--- config.mk ---
export PLATFORM = sky130hd
export DESIGN_NAME = rr_isolation_ctrl
export DESIGN_NICKNAME = d
export VERILOG_FILES = /design/src/rtl/rr_iso_pkg.sv /design/src/rtl/rr_iso_fifo.sv /design/src/rtl/rr_iso_regs.sv /design/src/rtl/rr_iso_gate.sv /design/src/rtl/rr_isolation_ctrl.sv
export SDC_FILE = /design/constraint.sdc
export NUM_CORES = 1
export LEC_CHECK = 0
export ABC_AREA = 0
export BUFFER_PORTS_ARGS = -buffer_cell sky130_fd_sc_hd__buf_2
export CAP_MARGIN = 10
export CORE_ASPECT_RATIO = 0.75
export CORE_UTILIZATION = 40
export CTS_CLUSTER_DIAMETER = 80
export DETAILED_ROUTE_END_ITERATION = 10
export GPL_ROUTABILITY_DRIVEN = 0
export GPL_TIMING_DRIVEN = 0
export SYNTH_ARGS = -nofsm -noshare
export SYNTH_HDL_FRONTEND = slang
export SYNTH_SLANG_ARGS = --single-unit
--- constraint.sdc ---
create_clock -name clk -period 4.9 [get_ports clk]
set_input_delay 0.245 -clock clk [delete_from_list [all_inputs] [get_ports clk]]
set_output_delay 0.245 -clock clk [all_outputs]
set_load 0.01 [all_outputs]
--- src/rtl/rr_iso_pkg.sv ---
package rr_iso_pkg;

    localparam int DATA_W = 32;
    localparam int CTRL_W = 2;

    localparam logic REG_CTRL = 1'b0;
    localparam logic REG_STAT = 1'b1;

    localparam int CTRL_ISO = 0;
    localparam int CTRL_RST = 1;

    // Signals driven by the region, as seen before and after the gate
    typedef struct packed {
        logic              wr_take;
        logic              rd_push;
        logic [DATA_W-1:0] rd_data;
        logic              irq;
    } from_region_t;

    // Signals driven into the region
    typedef struct packed {
        logic              wr_avail;
        logic [DATA_W-1:0] wr_data;
        logic              rd_room;
    } to_region_t;

    localparam from_region_t FROM_IDLE = '0;
    localparam to_region_t   TO_IDLE   = '0;

    typedef struct packed {
        logic wr_empty;
        logic wr_full;
        logic rd_empty;
        logic rd_full;
    } fifo_flags_t;

    // A write must never leave the boundary open while the region is in reset
    function automatic logic write_refused(input logic new_iso, input logic new_rst,
                                           input logic rst_busy);
        return !new_iso && (new_rst || rst_busy);
    endfunction

endpackage

--- src/rtl/rr_iso_fifo.sv ---
module rr_iso_fifo #(
    parameter int WIDTH = 32,
    parameter int DEPTH = 4   // power of two, at least 2
) (
    input  logic             clk,
    input  logic             rst,
    input  logic             flush,
    input  logic             push,
    input  logic [WIDTH-1:0] wdata,
    input  logic             pop,
    output logic [WIDTH-1:0] rdata,
    output logic             empty,
    output logic             full
);
    localparam int AW = $clog2(DEPTH);

    logic [WIDTH-1:0] mem [DEPTH];
    logic [AW:0]      wptr, rptr, count;
    logic             do_push, do_pop;

    assign count   = wptr - rptr;
    assign empty   = (count == '0);
    assign full    = (count == (AW+1)'(DEPTH));
    assign do_push = push && !full;
    assign do_pop  = pop && !empty;
    assign rdata   = mem[rptr[AW-1:0]];

    always_ff @(posedge clk) begin
        if (rst || flush) begin
            wptr <= '0;
            rptr <= '0;
        end else begin
            if (do_push) wptr <= wptr + 1'b1;
            if (do_pop)  rptr <= rptr + 1'b1;
        end
    end

    always_ff @(posedge clk) begin
        if (do_push) mem[wptr[AW-1:0]] <= wdata;
    end


    no_overflow_chk: assert property (@(posedge clk) disable iff (rst)
        (full && push && !pop && !flush) |=> full);


    push_lands_chk: assert property (@(posedge clk) disable iff (rst)
        (push && !full && !flush) |=> !empty);

endmodule

--- src/rtl/rr_iso_regs.sv ---
module rr_iso_regs
    import rr_iso_pkg::*;
#(
    parameter int RST_HOLD = 16
) (
    input  logic              clk,
    input  logic              rst,
    input  logic              wr_en,
    input  logic              addr,
    input  logic [CTRL_W-1:0] wdata,
    input  fifo_flags_t       flags,
    output logic [31:0]       rdata,
    output logic              iso_o,
    output logic              region_rst_o
);
    localparam int HOLD_W = $clog2(RST_HOLD + 1);

    logic              sw_iso, sw_rst, seq_err;
    logic [HOLD_W-1:0] hold_cnt;
    logic              busy, ctrl_wr, refused, accept;

    assign busy    = sw_rst || (hold_cnt != '0);
    assign ctrl_wr = wr_en && (addr == REG_CTRL);
    assign refused = ctrl_wr && write_refused(wdata[CTRL_ISO], wdata[CTRL_RST], busy);
    assign accept  = ctrl_wr && !refused;

    always_ff @(posedge clk) begin
        if (rst) begin
            sw_iso   <= 1'b1;
            sw_rst   <= 1'b1;
            seq_err  <= 1'b0;
            hold_cnt <= '0;
        end else begin
            if (accept) begin
                sw_iso <= wdata[CTRL_ISO];
                sw_rst <= wdata[CTRL_RST];
            end
            if (refused) seq_err <= 1'b1;

            if (accept && wdata[CTRL_RST])
                hold_cnt <= '0;
            else if (accept && sw_rst)
                hold_cnt <= HOLD_W'(RST_HOLD);
            else if (hold_cnt != '0)
                hold_cnt <= hold_cnt - 1'b1;
        end
    end

    assign iso_o        = sw_iso;
    assign region_rst_o = busy;

    always_comb begin
        if (addr == REG_CTRL)
            rdata = {30'b0, sw_rst, sw_iso};
        else
            rdata = {25'b0, seq_err, flags.rd_full, flags.rd_empty,
                     flags.wr_full, flags.wr_empty, busy, sw_iso};
    end


    iso_guard_chk: assert property (@(posedge clk) disable iff (rst)
        region_rst_o |-> iso_o);


    rst_hold_chk: assert property (@(posedge clk) disable iff (rst)
        $fell(sw_rst) |-> region_rst_o);


    err_sticky_chk: assert property (@(posedge clk) disable iff (rst)
        seq_err |=> seq_err);

endmodule

--- src/rtl/rr_iso_gate.sv ---
module rr_iso_gate
    import rr_iso_pkg::*;
(
    input  logic         iso,
    input  from_region_t from_raw,
    input  to_region_t   to_raw,
    output from_region_t from_safe,
    output to_region_t   to_safe
);
    always_comb begin
        from_safe = iso ? FROM_IDLE : from_raw;
        to_safe   = iso ? TO_IDLE   : to_raw;
    end
endmodule

--- src/rtl/rr_isolation_ctrl.sv ---
module rr_isolation_ctrl
    import rr_iso_pkg::*;
#(
    parameter int FIFO_DEPTH = 4,
    parameter int RST_HOLD   = 16
) (
    input  logic              clk,
    input  logic              rst,
    input  logic              reg_wr_en,
    input  logic              reg_addr,
    input  logic [CTRL_W-1:0] reg_wdata,
    output logic [31:0]       reg_rdata,
    input  logic              st_wr_valid,
    input  logic [DATA_W-1:0] st_wr_data,
    output logic              st_wr_ready,
    output logic              st_rd_valid,
    output logic [DATA_W-1:0] st_rd_data,
    input  logic              st_rd_take,
    output logic              st_irq,
    output logic              rg_rst,
    output logic              rg_wr_valid,
    output logic [DATA_W-1:0] rg_wr_data,
    input  logic              rg_wr_take,
    input  logic              rg_rd_valid,
    input  logic [DATA_W-1:0] rg_rd_data,
    output logic              rg_rd_ready,
    input  logic              rg_irq
);
    logic              iso;
    fifo_flags_t       flags;
    from_region_t      from_raw, from_safe;
    to_region_t        to_raw, to_safe;
    logic [DATA_W-1:0] wf_head;
    logic              wf_push, wf_pop, rf_push, rf_pop;

    rr_iso_regs #(.RST_HOLD(RST_HOLD)) u_regs (
        .clk(clk), .rst(rst), .wr_en(reg_wr_en), .addr(reg_addr),
        .wdata(reg_wdata), .flags(flags), .rdata(reg_rdata),
        .iso_o(iso), .region_rst_o(rg_rst)
    );

    assign from_raw = '{wr_take: rg_wr_take, rd_push: rg_rd_valid,
                        rd_data: rg_rd_data, irq: rg_irq};
    assign to_raw   = '{wr_avail: !flags.wr_empty, wr_data: wf_head,
                        rd_room: !flags.rd_full};

    rr_iso_gate u_gate (
        .iso(iso), .from_raw(from_raw), .to_raw(to_raw),
        .from_safe(from_safe), .to_safe(to_safe)
    );

    assign st_wr_ready = !flags.wr_full && !iso;
    assign wf_push     = st_wr_valid && st_wr_ready;
    assign wf_pop      = from_safe.wr_take && to_safe.wr_avail;

    rr_iso_fifo #(.WIDTH(DATA_W), .DEPTH(FIFO_DEPTH)) u_wr_fifo (
        .clk(clk), .rst(rst), .flush(iso), .push(wf_push), .wdata(st_wr_data),
        .pop(wf_pop), .rdata(wf_head), .empty(flags.wr_empty), .full(flags.wr_full)
    );

    assign rf_push     = from_safe.rd_push && to_safe.rd_room;
    assign st_rd_valid = !flags.rd_empty && !iso;
    assign rf_pop      = st_rd_take && st_rd_valid;

    rr_iso_fifo #(.WIDTH(DATA_W), .DEPTH(FIFO_DEPTH)) u_rd_fifo (
        .clk(clk), .rst(rst), .flush(iso), .push(rf_push), .wdata(from_safe.rd_data),
        .pop(rf_pop), .rdata(st_rd_data), .empty(flags.rd_empty), .full(flags.rd_full)
    );

    assign st_irq      = from_safe.irq;
    assign rg_wr_valid = to_safe.wr_avail;
    assign rg_wr_data  = to_safe.wr_data;
    assign rg_rd_ready = to_safe.rd_room;


    flush_chk: assert property (@(posedge clk) disable iff (rst)
        $rose(iso) |=> (flags.wr_empty && flags.rd_empty));


    idle_out_chk: assert property (@(posedge clk) disable iff (rst)
        iso |-> (!rg_wr_valid && !rg_rd_ready && !st_wr_ready));


    idle_in_chk: assert property (@(posedge clk) disable iff (rst)
        iso |-> (!st_irq && !st_rd_valid));

endmodule

==> reports/results.ini, run 1 <==
[routing]
met2_length_um = 11500
wl_per_cell_um = 18.9
vias = 6096
wl_met1_um = 10300
ant_nets = 0
wirelength_um = 23400
drcViolationCount = 0
routed.top_layer = met4
drt_iter0_markers = 276
vias_per_cell = 4.93
wl_met3_um = 1120
dr.pass1.iters = 6

[global_routing]
grt.total_usage_pct = 16.4
grt_start_max_net_pins = 16
grt_pass1_vias = 6515
antenna_found_initial = 1
grt_overflow_total = 0
grt_pass1_wl_um = 36500

[worst_setup_path]
crit_required_ns = 5.15
end_kind = flip-flop
cp-start-kind = flip-flop
crit_type = flip-flop to flip-flop
cp_common_cell = buf_6
rr_worst_depth = 9
worstReg2RegEnd = u_rd_fifo.mem[1][28]
critPathSlowestCell = nor3b_2
cp_data_arrival_time_ns = 3.26
cp_slowest_stage_delay_ns = 0.77
cp_max_fo = 10
r2r_slack_ns = 1.89
startpoint = u_rd_fifo.wptr[0]
worstReg2RegStart = u_rd_fifo.wptr[0]
critical_path.cell_chain = inv_1 > ha_1 > and2b_1 > xnor2_1 > o21ai_2 > nor3b_2 > buf_6 > buf_6 > buf_6

[power]
ir_worst_vdd_uv = 263
leakagePower_nw = 5.04
power_mw = 5.10
p_per_area_nw_per_um2 = 359

[logic_synthesis]
syn_area_um2 = 11300
synthAdderAreaFrac_pct = 1.67
ys_warn_count = 0
async_flop_share_pct = 0
synth_top_family_by_area = multiplexers
synth-seq-area-share_pct = 72.5
ys_ff_latch = 280
yosysTopAreaCellShare_pct = 68.2
avgSynthCellArea_um2 = 18.8
synthXorXnorAreaFrac_pct = 0.777
yosysUniqueCellTypes = 40
synth.largest_area_cell = edfxtp_1
synthMuxAreaShare_pct = 13.5
synth-compound-area-share_pct = 1.64
synthFlopType = edfxtp_1
yosys.area_share.simple_pct = 6.83
synthCells = 599
synth_edf_count = 256
netlist_top_cells_area = edfxtp_1, mux4_2, dfxtp_1

[timing]
fin_crit_ns = 3.01
drv_slew = 0
finalCritPeriodShare_pct = 61.4
hold_violations = 0
rsz0062_at_grt = false
fmax_mhz = 332
fin_worst_skew_ns = 0.0103
setup_viol = 0
setup_ws_ns = 1.89
relSlewSlack_pct = 40.7
max_slew.worst_pin.slew_ns = 0.885

[placement]
portBuffers = 150
dp_hpwl_um = 16500
placed_cells = 1149
dp_slack_ns = 1.85

[finish]
fill_cells = 2221
syn_to_final_growth_pct = 26.0
seqCellArea_um2 = 8170
drive_above_1_share_pct = 37.5
nets = 952
utilization_pct = 52.0
layout.cells.non_filler = 1237
multi_input_area_um2 = 2890

[clocking]
post_cts_resized = 0
cts_max_level = 1
cts_hold_buf = 33
cts_buffer_depth = 3
cts.sinks = 280
insertion_delay_ns = 0.54
cts_buffers = 29
post-cts-setup-buffers = 0
cts-root-buf = clkbuf_16
cts_tree = done
clk_pin_slew_ns = 0.06

[run]
drv_cap = 0

[floorplan]
row_count = 52
die_x_um = 196
ioPinCount = 177
core_um2 = 27300
fp.dieH_um = 147
dieArea_um2 = 28900
initial_core_util_pct = 41.3

[run_status]
outcome = complete, no violations

[min_path]
hold_depth = 3
min_path_type = input port to flip-flop
min_from = rg_wr_take

worst max-delay path: cells and delay by family, from the launching register on:
kind            cells  cell delay [ns]
flops               1             0.38
buf+inv             4             0.72
compound gates      1             0.18
simple gates        2             0.97
xor+xnor            1             0.28
fa+ha+maj           1             0.19
logic make-up after synthesis:
family                     after synthesis
DFF                                    280
and+or+nand+nor                        131
muxes                                   72
buffers and inverters                   63
AOI/OAI and AO/OA                       27
adders and majority gates               15
xor gates and xnor gates                10
other                                    1
metal layers:
metal,global-route usage (%),up-vias
li1,-,2827
met1,22.0,3079
met2,27.6,153
met3,3.51,37
met4,3.87,0
met5,0,-
cells in the mapped netlist, types with 8 or more instances:
cell      count
edfxtp_1    256
nor2b_1      67
mux4_2       64
buf_4        29
dfxtp_1      24
nand2_1      18
clkbuf_1     15
ha_1         15
inv_1        11
nor2_1       10
nor3b_1      10
mux2i_1       8
nor3_1        8
xnor2_1       8
power by group:
part | total (mW) | switching (mW) | internal, mW
Sequential | 2.62 | 0.0170 | 2.61
Clock | 2.25 | 0.900 | 1.35
Combinational | 0.219 | 0.110 | 0.110
Total | 5.10 | 1.03 | 4.07
worst max path at each step:
stage	slack [ns]	to
detailed placement	1.85	u_rd_fifo.mem[0][22]
finish	1.89	u_rd_fifo.mem[1][28]
global placement	-1.30	u_wr_fifo.mem[0][30]
floorplan	0.80	u_wr_fifo.mem[0][0]
global route	1.67	u_rd_fifo.mem[1][26]
CTS	1.84	u_rd_fifo.mem[0][23]
layout make-up:
class / count / share of cell area (%)
buffer: 52 / 2.17
timing repair buffer: 208 / 9.59
clock inverter: 17 / 1.49
clock buffer: 37 / 5.53
antenna: 1 / 0.0176
inverter: 11 / 0.291
sequential: 280 / 57.5
tap: 351 / 3.09
multi-input combinational: 280 / 20.3
state kept, by name, indices dropped and copies added (netlist names), named ones only:
register / count
u_regs.seq_err: 1
u_rd_fifo.rptr: 3
u_wr_fifo.rptr: 3
u_rd_fifo.wptr: 3
u_rd_fifo.mem: 128
u_wr_fifo.wptr: 3
u_regs.hold_cnt: 5
u_regs.iso_o: 1
u_wr_fifo.mem: 128
u_regs.sw_rst: 1
metrics by stage:
step	area (um2)	setup TNS (ns)	hold slack (ns)
after floorplan	11400	0	0.344
final	14200	0	0.0431
after global placement	12600	-319.09	0.442
after global routing	14200	0	0.0383
after CTS	14200	0	0.0159
after detailed placement	12900	0	0.461
cell usage in the layout, fill, tap and decap left out, types with 3 or more instances in the layout:
master         instances
clkinvlp_4             3
buf_1                  5
nand2_1               18
a31oi_1                3
nor2_1                10
dfxtp_1               24
o211ai_1               6
mux2i_1                8
clkbuf_1              20
conb_1                25
clkinv_2               6
mux4_2                64
xnor2_1                8
bufinv_16              4
edfxtp_1             256
nor3b_2                8
nor2b_1               67
clkbuf_8               3
buf_2                153
clkbuf_16             29
ha_1                  15
dlygate4sd3_1         33
nor3_1                 8
nand3_1                3
a21oi_1                7
buf_4                 29
buf_6                 25
or3_1                  3
inv_1                 11
o31ai_1                4
(Power assumes the default switching activity.)
==> run 2, diff against run 1 <==
- clock period: 4.9 -> 2.6 ns (I/O delays scaled with it)
==> run 2 against run 1 <==
Against the previous run: non-clock buffer count increased by 28; combinational power increased by 100%; count of clock-buffer cells in the layout decreased by 4; clock power increased by 74%; global-route usage about the same.
==> reports/results.ini, run 2 (same netlist as run 1, synthesis figures left out) <==
[worst_setup_path]
cp_num_buf_inv = 3  ; -1
crit_required_ns = 2.84  ; -2.31 ns
end_kind = flip-flop
cp-start-kind = flip-flop
crit_type = flip-flop to flip-flop
cp_data_arrival_time_ns = 2.68  ; -0.58 ns
critPathSlowestCell = dfxtp_1
critical_path.cell_chain = inv_1 > ha_1 > and2b_1 > xnor2_2 > o21ai_4 > nor3b_4 > buf_8 > buf_16
cp_slowest_stage_delay_ns = 0.38  ; -0.39 ns
cp_max_fo = 15  ; +5
path_delay_family = simple AND/OR/NAND/NOR gates

[clocking]
cts_buffers = 28  ; -3.4%
cts-root-buf = clkbuf_16
insertion_delay_ns = 0.53  ; about the same
cts_buffer_depth = 3  ; unchanged
clk_pin_slew_ns = 0.06  ; about the same
cts_max_level = 1  ; unchanged
cts.sinks = 280  ; unchanged
cts_tree = done

[routing]
drcViolationCount = 0  ; unchanged
wirelength_um = 23500  ; +0.56%
ant_nets = 0  ; unchanged
vias = 6156  ; +0.98%
vias_per_cell = 4.89  ; -0.78%
wl_per_cell_um = 18.7  ; -1.2%
dr.pass1.iters = 4  ; -2
drt_iter0_markers = 264  ; -4.3%

[timing]
max_slew.worst_pin.slew_ns = 0.748  ; -0.137 ns
setup_ws_ns = 0.160  ; -1.73 ns
drv_slew = 0  ; unchanged
fin_worst_skew_ns = 0.00954  ; -0.000785 ns
finalCritPeriodShare_pct = 93.8  ; +32 points
setup_viol = 0  ; unchanged
fin_crit_ns = 2.44  ; -0.570 ns
fmax_mhz = 410  ; +23%
hold_violations = 0  ; unchanged
relSlewSlack_pct = 50.1  ; +9.4 points
tns_ns = 0  ; unchanged
holdWs_ns = 0.0225  ; -0.0205 ns
rsz0062_at_grt = false

[floorplan]
ioPinCount = 177  ; unchanged
fp.dieH_um = 147  ; unchanged
initial_core_util_pct = 41.3  ; unchanged
core_um2 = 27300  ; unchanged
dieArea_um2 = 28900  ; unchanged
die_x_um = 196  ; unchanged
row_count = 52  ; unchanged

[run_status]
outcome = complete, no violations

[run]
drv_cap = 0  ; unchanged

[power]
p_int_mw = 7.46  ; +83%
leakagePower_nw = 5.23  ; +3.8%
p_seq_share_pct = 53.1  ; +1.6 points
netSwitchingFraction_pct = 19.9  ; -0.28 points
p_clk_share_pct = 42.1  ; -2.1 points
combPwrFrac_pct = 4.8  ; +0.5 points
ir_worst_vdd_uv = 547  ; +110%
p_per_area_nw_per_um2 = 638  ; +78%
power_switching_mw = 1.85  ; +80%

[global_routing]
grt.total_usage_pct = 16.5  ; about the same
grt_pass1_wl_um = 36600  ; +0.47%
grt_overflow_total = 0  ; unchanged
antenna_found_initial = 0  ; -1
grt_pass1_vias = 6770  ; +3.9%
grt_start_max_net_pins = 17  ; +1

[finish]
seqCellArea_um2 = 8170  ; unchanged
fill_cells = 2207  ; -0.63%
syn_to_final_growth_pct = 29.3
final_common_cell = edfxtp_1
final_cell_mix = edfxtp_1, buf_2, nor2b_1
drive_above_1_share_pct = 36.7  ; -0.84 points
antennaDiodeCount = 0  ; -1
final_area_um2 = 14600  ; +2.6%
layout.cells.non_filler = 1259  ; +1.8%
multi_input_area_um2 = 2950  ; +2.3%
nets = 979  ; +2.8%

[placement]
portBuffers = 150  ; unchanged
placed_cells = 1140  ; -0.78%
dp_slack_ns = -0.121  ; -1.97 ns
place_area_um2 = 13000  ; +0.75%
dp_hpwl_um = 16100  ; -2.4%

[min_path]
min_path_type = input port to flip-flop

[run 2: cell count changes in the layout (fill, tap and decap cells not counted), sizes merged]
cell and delta:
diode -1, bufinv -1, clkinvlp -2, clkinv +2, clkbuf -4, dlygate4sd3 +19, buf +9
[run 2: timing repair]
item                                    CTS  global route
setup buffers                            12             6
hold endpoints to repair                191             0
endpoints found under the setup margin  163            61
gates cloned                              0             0
resized for setup                         1             2
pin swaps                                 6             3
hold buffers                             52             0
[run 2: layout make-up]
type,count,area share (%)
flip-flops and latches,280,56.0
clock inverters,16,1.06
multi-input cells,280,20.2
plain buffers,52,2.12
well taps,351,3.01
inverters,11,0.283
repair buffers,236,12.2
clock buffers,33,5.08
[run 2: routing by layer]
layer	GRT usage [%]	part of all wire [%]	vias up
met2	29.1	51	153
met3	3.10	4.8	33
met4	3.75	2.0	0
met1	21.1	42	3090
met5	0	0	-
li1	-	-	2880
[run 2: power groups by stage]
stage / Clock, mW / Combinational, mW / Sequential, mW
6_report: 3.92 / 0.446 / 4.94
5_1_grt: 4.18 / 0.491 / 4.94
4_1_cts: 4.02 / 0.440 / 4.94
3_5_place_dp: 0 / 0.375 / 5.04
3_3_place_gp: 0 / 0.337 / 5.03
2_1_floorplan: 0 / 0.236 / 5.03
[run 2: path summary, 6_finish.rpt]
path	slack [ns]	to	from	cells past startpoint
setup / recovery	0.16	u_wr_fifo.mem[3][29]	u_wr_fifo.wptr[0]	8
hold / removal	0.02	u_rd_fifo.mem[3][16]	rg_rd_data[16]	2
setup reg to reg	0.16	u_wr_fifo.mem[3][29]	u_wr_fifo.wptr[0]	8
hold reg to reg	0.50	u_regs.seq_err	u_regs.seq_err	2
[run 2: through the flow]
| stage | utilization [%] | total power [mW] |
|---|---|---|
| floorplan | - | 5.27 |
| global placement | 46.1 | 5.37 |
| detailed placement | 47.5 | 5.41 |
| CTS | 53.1 | 9.40 |
| global route | 53.3 | 9.61 |
| finish | 53.3 | 9.31 |
[run 2: worst register-to-register path, delay by kind of cell, from the launching register on]
kind | cells | cell delay [ns]
XOR/XNOR | 1 | 0.25
flip-flops | 1 | 0.38
adder cells (fa/ha/maj) | 1 | 0.19
buffers and inverters | 3 | 0.54
AO/OA/AOI/OAI | 1 | 0.17
AND/OR/NAND/NOR | 2 | 0.60
==> run 3, diff against run 2 <==
- CTS_BUF_LIST: default -> sky130_fd_sc_hd__clkbuf_4 sky130_fd_sc_hd__clkbuf_8
==> run 3 against run 2 <==
Against the previous run: critical endpoint is now st_rd_valid; combinational power grew 5.6%; die area unchanged; via count up 3.3%; clock power down 9.9%; fmax is 0.54% lower; critical path depth decreased by 2; non-clock buffer count rose by 24; power shrank 3.8%; global-route usage up 0.49 points; wire length grew 2.0%; final cell count up 3.9%.
==> reports/results.ini, run 3 (same netlist as run 1, synthesis figures left out) <==
[run_status]
outcome = complete, no violations

[clocking]
cts-root-buf = clkbuf_8
insertion_delay_ns = 0.56  ; +0.03 ns
cts_max_level = 2  ; +1
cts.sinks = 280  ; unchanged
cts_tree = done
clk_pin_slew_ns = 0.06  ; about the same
cts_buffer_depth = 3  ; unchanged
cts_buffers = 44  ; +57%

[placement]
dp_slack_ns = -0.121  ; unchanged
placed_cells = 1140  ; unchanged
place_area_um2 = 13000  ; unchanged
dp_hpwl_um = 16100  ; unchanged
portBuffers = 150  ; unchanged

[power]
leakagePower_nw = 5.34  ; +2.2%
power_switching_mw = 1.87  ; +1.1%
p_int_mw = 7.08  ; -5.1%
p_per_area_nw_per_um2 = 606  ; -5.0%
power_mw = 8.95  ; -3.8%
p_seq_share_pct = 55.3  ; +2.2 points
combPwrFrac_pct = 5.3  ; +0.5 points
p_clk_share_pct = 39.5  ; -2.6 points
netSwitchingFraction_pct = 20.9  ; +1.0 points
ir_worst_vdd_uv = 365  ; -33%

[global_routing]
grt.total_usage_pct = 16.9  ; +0.49 points
antenna_found_initial = 0  ; unchanged
grt_pass1_wl_um = 37300  ; +1.8%
grt_pass1_vias = 7003  ; +3.4%
grt_overflow_total = 0  ; unchanged
grt_start_max_net_pins = 17  ; unchanged

[floorplan]
die_x_um = 196  ; unchanged
initial_core_util_pct = 41.3  ; unchanged
row_count = 52  ; unchanged
dieArea_um2 = 28900  ; unchanged
core_um2 = 27300  ; unchanged
ioPinCount = 177  ; unchanged
fp.dieH_um = 147  ; unchanged

[timing]
fmax_mhz = 408  ; -0.54%
hold_violations = 0  ; unchanged
setup_ws_ns = 0.147  ; -0.0132 ns
fin_worst_skew_ns = 0.0249  ; +0.0154 ns
setup_viol = 0  ; unchanged
holdWs_ns = 0.0859  ; +0.0633 ns
rsz0062_at_grt = true
drv_slew = 0  ; unchanged
max_slew.worst_pin.slew_ns = 0.770  ; +0.0216 ns
fin_crit_ns = 2.45  ; +0.0132 ns
finalCritPeriodShare_pct = 94.3  ; +0.51 points
relSlewSlack_pct = 48.7  ; -1.4 points

[finish]
syn_to_final_growth_pct = 30.9
final_cell_mix = edfxtp_1, buf_2, dlygate4sd3_1
layout.cells.non_filler = 1308  ; +3.9%
final_common_cell = edfxtp_1
nets = 1019  ; +4.1%
antennaDiodeCount = 0  ; unchanged
final_area_um2 = 14800  ; +1.2%
drive_above_1_share_pct = 38.3  ; +1.7 points

[worst_setup_path]
crit_required_ns = 2.47  ; -0.37 ns
crit_type = flip-flop to primary output
cp_max_fo = 6  ; -9
startpoint = u_rd_fifo.wptr[0]
rr_worst_depth = 8  ; unchanged
worstReg2RegEnd = u_rd_fifo.mem[1][25]
r2r_slack_ns = 0.20  ; +0.04 ns
endpoint = st_rd_valid
end_kind = primary output
cp_data_arrival_time_ns = 2.32  ; -0.36 ns
worstReg2RegStart = u_rd_fifo.wptr[0]
cp-start-kind = flip-flop

[routing]
drcViolationCount = 0  ; unchanged
vias_per_cell = 4.86  ; -0.60%
ant_nets = 0  ; unchanged
drt_iter0_markers = 299  ; +13%
vias = 6357  ; +3.3%
wl_per_cell_um = 18.3  ; -1.8%
wirelength_um = 24000  ; +2.0%
dr.pass1.iters = 4  ; unchanged

[min_path]
min_path_type = input port to flip-flop

[run]
drv_cap = 0  ; unchanged

-- run 3: final cells by class --
type / instances / area [um2]
buffer: 52 / 320
clock buffer: 59 / 731
clock inverter: 15 / 97.6
fill: 2189 / 12600
inverter: 11 / 41.3
multi-input combinational: 280 / 2950
sequential: 280 / 8170
tap: 351 / 439
timing repair buffer: 260 / 2010
-- run 3: repair_timing --
| action | 4_1_cts | 5_1_grt |
|---|---|---|
| gates resized for setup | 1 | 9 |
| endpoints found under the hold margin | 271 | 0 |
| cloned | 0 | 0 |
| hold buffers | 74 | 0 |
| setup endpoints to repair | 163 | 61 |
| setup buffers | 13 | 7 |
| pin swaps | 7 | 3 |
-- run 3: worst max-delay path: stages, from the launching register on --
cell,delay [ns]
dfxtp_1,0.40
inv_1,0.12
ha_1,0.33
nand2_1,0.15
nor3b_1,0.48
nor3_1,0.09
buf_2,0.18
-- run 3: how the worst min path moves through the flow --
stage,start,endpoint,slack [ns],cells after the start
after floorplan,st_wr_data[0],u_wr_fifo.mem[0][0],0.23,0
after global placement,st_wr_data[24],u_wr_fifo.mem[0][24],0.34,1
after detailed placement,st_wr_data[26],u_wr_fifo.mem[0][26],0.35,1
after CTS,reg_addr,u_regs.iso_o,0.03,4
after global routing,reg_addr,u_regs.iso_o,0.08,4
final,reg_addr,u_regs.iso_o,0.09,4
-- run 3: power groups by stage --
stage / clock, mW / sequential (mW) / combinational, mW
after floorplan: 0 / 5.03 / 0.236
after global placement: 0 / 5.03 / 0.337
after detailed placement: 0 / 5.04 / 0.375
after CTS: 3.66 / 4.94 / 0.466
after global routing: 3.83 / 4.95 / 0.515
final: 3.53 / 4.94 / 0.471
-- run 3: stage by stage --
step                setup TNS, ns  utilization [%]
floorplan                  -88.53                -
global placement          -361.29             46.1
detailed placement         -11.12             47.5
CTS                             0             53.7
global route             -0.00952             54.0
finish                          0             54.0
-- run 3: routing by layer --
layer	track usage, %	share of wire [%]	vias up
li1	-	-	2964
met1	20.8	42	3179
met2	29.3	51	173
met3	4.08	5.3	41
met4	5.94	2.2	0
met5	0	0	-
